## src/rtl/tsa_pkg.sv

```systemverilog
package tsa_pkg;
   // bit 1 = positive rail (one), bit 0 = negative rail (zero)
   typedef enum logic [1:0] {
      DIG_NONE = 2'b00,
      DIG_ZERO = 2'b01,
      DIG_ONE  = 2'b10,
      DIG_BAD  = 2'b11
   } dig_t;

   function automatic logic dig_valid(input dig_t d);
      return d[1] ^ d[0];
   endfunction
endpackage

```

## src/rtl/tsa_pair_match.sv

```systemverilog
// Recognises one complementary pair of legal combinations: all three
// (possibly one inverted) digits at one, or all three at zero.
module tsa_pair_match #(
   parameter int INV_SEL = 0   // 0: none inverted, 1..3: invert digit INV_SEL-1
) (
   input  logic [2:0] pos_i,
   input  logic [2:0] neg_i,
   output logic       hit_hi_o,
   output logic       hit_lo_o
);
   logic [2:0] pos_eff;
   logic [2:0] neg_eff;

   if (INV_SEL < 0 || INV_SEL > 3) begin : g_bad_sel
      $error("tsa_pair_match: INV_SEL out of range");
   end

   for (genvar i = 0; i < 3; i++) begin : g_rail
      if (INV_SEL == i + 1) begin : g_swap
         assign pos_eff[i] = neg_i[i];
         assign neg_eff[i] = pos_i[i];
      end else begin : g_keep
         assign pos_eff[i] = pos_i[i];
         assign neg_eff[i] = neg_i[i];
      end
   end

   assign hit_hi_o = &pos_eff;
   assign hit_lo_o = &neg_eff;
endmodule

```

## src/rtl/tsa_digit_core.sv

```systemverilog
// One digit position: four pair detectors feed the carry and sum rails.
module tsa_digit_core
   import tsa_pkg::*;
(
   input  dig_t a_i,
   input  dig_t b_i,
   input  dig_t c_i,
   output dig_t sum_o,
   output dig_t cout_o,
   output logic ok_o
);
   localparam int NPAIR = 4;

   logic [2:0]       pos_v;
   logic [2:0]       neg_v;
   logic [NPAIR-1:0] hi;
   logic [NPAIR-1:0] lo;
   logic             c_one, c_zero, s_one, s_zero;

   assign pos_v = {c_i[1], b_i[1], a_i[1]};
   assign neg_v = {c_i[0], b_i[0], a_i[0]};
   assign ok_o  = dig_valid(a_i) & dig_valid(b_i) & dig_valid(c_i);

   for (genvar k = 0; k < NPAIR; k++) begin : g_pair
      tsa_pair_match #(.INV_SEL(k)) u_match (
         .pos_i   (pos_v),
         .neg_i   (neg_v),
         .hit_hi_o(hi[k]),
         .hit_lo_o(lo[k])
      );
   end

   // Carry: every "high" match has two or more ones among the real inputs.
   assign c_one  = ok_o & (|hi);
   assign c_zero = ok_o & (|lo);
   // Sum is the carry inverted, except for the all-alike pair (k = 0).
   assign s_one  = ok_o & (hi[0] | (|lo[NPAIR-1:1]));
   assign s_zero = ok_o & (lo[0] | (|hi[NPAIR-1:1]));

   assign cout_o = dig_t'({c_one, c_zero});
   assign sum_o  = dig_t'({s_one, s_zero});
endmodule

```

## src/rtl/tsa_word_ctrl.sv

```systemverilog
// Holds the carry between slots and tracks the digit position in the word.
module tsa_word_ctrl
   import tsa_pkg::*;
#(
   parameter int WORD_LEN = 16
) (
   input  logic clk,
   input  logic rst,
   input  logic take_i,       // a valid digit was added this cycle
   input  logic start_i,
   input  dig_t cout_i,
   output dig_t cin_o
);
   localparam int CNT_W = (WORD_LEN > 2) ? $clog2(WORD_LEN) : 1;
   localparam logic [CNT_W-1:0] LAST = CNT_W'(WORD_LEN - 1);

   dig_t             cy_q;
   logic [CNT_W-1:0] idx_q;
   logic [CNT_W-1:0] idx_now;

   if (WORD_LEN < 2) begin : g_bad_len
      $error("tsa_word_ctrl: WORD_LEN must be at least 2");
   end

   assign cin_o   = start_i ? DIG_ZERO : cy_q;
   assign idx_now = start_i ? '0 : idx_q;

   always_ff @(posedge clk) begin
      if (rst) begin
         cy_q  <= DIG_NONE;
         idx_q <= '0;
      end else if (take_i) begin
         if (idx_now == LAST) begin
            cy_q  <= DIG_NONE;
            idx_q <= '0;
         end else begin
            cy_q  <= cout_i;
            idx_q <= idx_now + 1'b1;
         end
      end
   end
endmodule

```

## src/rtl/tsa_serial_adder.sv

```systemverilog
module tsa_serial_adder
   import tsa_pkg::*;
#(
   parameter int WORD_LEN = 16
) (
   input  logic clk,
   input  logic rst,
   input  logic word_start,
   input  logic slot,
   input  logic a_pos,
   input  logic a_neg,
   input  logic b_pos,
   input  logic b_neg,
   output logic sum_pos,
   output logic sum_neg,
   output logic alarm
);
   dig_t sum_d, cout_d, cin_d, sum_q;
   logic ok_d, accept, alarm_q;

   assign accept = slot & ~alarm_q;

   tsa_digit_core u_core (
      .a_i   (dig_t'({a_pos, a_neg})),
      .b_i   (dig_t'({b_pos, b_neg})),
      .c_i   (cin_d),
      .sum_o (sum_d),
      .cout_o(cout_d),
      .ok_o  (ok_d)
   );

   tsa_word_ctrl #(.WORD_LEN(WORD_LEN)) u_ctrl (
      .clk    (clk),
      .rst    (rst),
      .take_i (accept & ok_d),
      .start_i(word_start),
      .cout_i (cout_d),
      .cin_o  (cin_d)
   );

   always_ff @(posedge clk) begin
      if (rst) begin
         alarm_q <= 1'b0;
         sum_q   <= DIG_NONE;
      end else begin
         alarm_q <= alarm_q | (accept & ~ok_d);
         sum_q   <= accept ? sum_d : DIG_NONE;
      end
   end

   assign sum_pos = sum_q[1];
   assign sum_neg = sum_q[0];
   assign alarm   = alarm_q;
endmodule

```

## config.mk

```make
export PLATFORM = sky130hd
export DESIGN_NAME = tsa_serial_adder
export DESIGN_NICKNAME = d
export VERILOG_FILES = /design/src/rtl/tsa_pkg.sv /design/src/rtl/tsa_pair_match.sv /design/src/rtl/tsa_digit_core.sv /design/src/rtl/tsa_word_ctrl.sv /design/src/rtl/tsa_serial_adder.sv
export SDC_FILE = /design/constraint.sdc
export NUM_CORES = 1
export LEC_CHECK = 0
export BUFFER_PORTS_ARGS = -buffer_cell sky130_fd_sc_hd__buf_4
export CORE_AREA = 2 2 39 41
export CTS_CLUSTER_SIZE = 24
export DETAILED_ROUTE_END_ITERATION = 8
export DIE_AREA = 0 0 41 43
export MAX_ROUTING_LAYER = met4
export PLACE_DENSITY_LB_ADDON = 0.2
export SETUP_SLACK_MARGIN = 0.2
export SLEW_MARGIN = 40
export SYNTH_ARGS = -nofsm -noshare
export SYNTH_HDL_FRONTEND = slang
export SYNTH_SLANG_ARGS = --single-unit
```

## constraint.sdc

```tcl
create_clock -name clk -period 3.1 [get_ports clk]
set_clock_uncertainty 0.2 [all_clocks]
set_input_delay 0.62 -clock clk [delete_from_list [all_inputs] [get_ports clk]]
set_output_delay 0.62 -clock clk [all_outputs]
set_load 0.01 [all_outputs]
```

==> run metrics <==
sequential power share=48.1%; Total Routing Usage GR=14.60%; Post-Route Setup TNS=0 ns; Startpoint Class=input port; Initial Utilization=39.78%; most common cell after layout, fill and taps aside=buf_4; antenna violations before repair=0; # hold bufs at CTS=0; largest net degree at the start of global routing=13; post-route setup slack=1.127 ns; r2r setup slk=1.24 ns; cell area after synthesis=550.5 um^2; net switching power=0.06197 mW; area grow syn2layout=17.27%; Post-synth EDFFs=0; synth warn=0; clock sink total=9; Antenna Violating Nets Remaining=0; max-capacitance violation count=0; drt first pass iters=4; Post-route DRC=0; most frequent cells in the layout=10 x buf_4, 9 x dfxtp_1, 6 x a21oi_1, 5 x nor2_1, 4 x nand2_1; CTS tree=yes; WL/cell=11.51 um; Internal=0.1855 mW; status=complete, no violations; Diodes inserted=0; syn nets=69; worst min path class=flop to flop; Final period util=63.65%; Iter 0 DRT Violations=6; GRT overflow=0; Worst-Margin Slew=0.6330 ns; final slew viol count=0; Nets=81; Worst VDD drop=0.2621 mV; GPL Wtd Cong=0.7340; pre-CTS WS=0.8581 ns; Via Count=454; combinational share of power=14.8%; Slew Limit Headroom=57.80%; CP endpoint kind=flop; first-pass GRT wire length=1718 um; Worst Path Required=3.09 ns; FP Rows=14; R2R depth=4; Core Box Area=1384 um^2; Avg Vias per Cell=5.218; asr flop ratio synth=0%; die area=1763 um^2; FILL cells=141; CTS clk-pin slew, worst paths=0.06 ns; Post-Syn Area per Cell=9.175 um^2; count of different cell masters after synthesis=30; Setup Buffers After CTS=0; RSZ-0062 raised after global routing=no; fin util=46.65%; Clock power frac=37.1%; crit path kind=input port to flop; fraction of power spent switching nets=25.04%; minimum clock period=1.973 ns; HPWL Detailed=714.8 um; clk root buf=clkbuf_4; I/O pins=11; H-Tree Depth=1; PD cells=383.3 nW/um^2; crit path DAT=1.96 ns; Max Clk Rate=0.5068 GHz; Synth Instances=60; clk_lat worst skew=0.26 ns; clock buffer depth=2; top_reg_cell synth=dfxtp_1; Buffers on Ports=10; drt total wl=1001 um; post-CTS sizing=0; chip width=41 um; Hold Crit Depth=2; final hold vios=0; Pleak=0.2604 nW; vias in the first global route=408; Die H=43 um; CP Max Fanout=12; Seq/Total Area, Yosys=32.73%; CTS Buf Count=3; Setup violations, final=0; register bit total from synthesis=9; share of layout cells above drive strength 1=28.17%
path summary, 6_finish.rpt:
kind | endpoint | from
max | u_ctrl.cy_q[0]$_SDFFE_PP0P_ | b_neg
min reg2reg | u_ctrl.idx_q[3]$_SDFFE_PP0P_ | u_ctrl.idx_q[3]$_SDFFE_PP0P_
max reg2reg | u_ctrl.cy_q[0]$_SDFFE_PP0P_ | u_ctrl.cy_q[1]$_SDFFE_PP0P_
min | u_ctrl.idx_q[3]$_SDFFE_PP0P_ | u_ctrl.idx_q[3]$_SDFFE_PP0P_
final cells by class:
class / count / area, um^2 / area share (%)
Clock buffer: 4 / 26.28 / 4.070
Inverter: 2 / 7.507 / 1.163
Tap cell: 16 / 20.02 / 3.101
Timing Repair Buffer: 10 / 75.07 / 11.63
Sequential cell: 9 / 180.2 / 27.91
Multi-Input combinational cell: 46 / 336.6 / 52.13
synth_stat cells (2+ instances only):
cell / number / area (um^2)
a2bb2oi_1: 2 / 17.52
dfxtp_1: 9 / 180.2
or3_1: 2 / 12.51
nor3_1: 2 / 10.01
nor2b_1: 2 / 12.51
a21oi_1: 6 / 30.03
a22oi_1: 2 / 15.01
xor2_1: 2 / 17.52
buf_4: 2 / 15.01
mux2i_1: 2 / 20.02
nand2_1: 4 / 15.01
o22a_1: 2 / 17.52
inv_1: 2 / 7.510
nor2_1: 5 / 18.77
logic make-up (layout without fill, tap and decap cells):
| group | Yosys count | in the layout | share of synthesized area [%] |
|---|---|---|---|
| simple gates | 21 | 21 | 20.00 |
| compound gates | 18 | 18 | 26.36 |
| flops | 9 | 9 | 32.73 |
| buf+inv | 5 | 16 | 6.136 |
| xor+xnor | 3 | 3 | 6.138 |
| mux | 3 | 3 | 6.363 |
| fa+ha+maj | 1 | 1 | 2.272 |
flip-flops by register name (all words and copies together) (netlist names):
| name | cells |
|---|---|
| u_ctrl.idx_q | 4 |
| u_ctrl.cy_q | 2 |
| alarm | 1 |
| sum_q | 2 |
metal layers:
| layer | track usage (%) | up-vias | share of wire [%] |
|---|---|---|---|
| li1 | - | 237 | - |
| met1 | 20.98 | 204 | 49 |
| met5 | - | - | 0 |
| met2 | 18.44 | 11 | 44 |
| met3 | 4.712 | 2 | 5.3 |
| met4 | 6.000 | 0 | 1.2 |
through the flow:
stage	power, mW	hold slack, ns	std cells	instance area (um^2)
after floorplan	0.1459	0.2578	60	550.5
after global placement	0.1584	0.2788	83	619.3
after detailed placement	0.1584	0.2815	83	619.3
after CTS	0.2514	0.2949	87	645.6
after global routing	0.2630	0.3205	87	645.6
final	0.2474	0.2906	87	645.6
worst max-delay path, cell delays in order:
cell	delay, ns
buf_4	0.13
xor2_1	0.21
o2111ai_2	0.39
or3_1	0.47
a21oi_1	0.14
power groups by stage:
stage          Clock [mW]  Combinational (mW)  Sequential, mW
2_1_floorplan           0              0.0238           0.122
3_3_place_gp            0              0.0367           0.122
3_5_place_dp            0              0.0366           0.122
4_1_cts            0.0955              0.0369           0.119
5_1_grt             0.103              0.0402           0.119
6_report           0.0917              0.0367           0.119
Note: power is estimated with default switching activity, not from simulation.
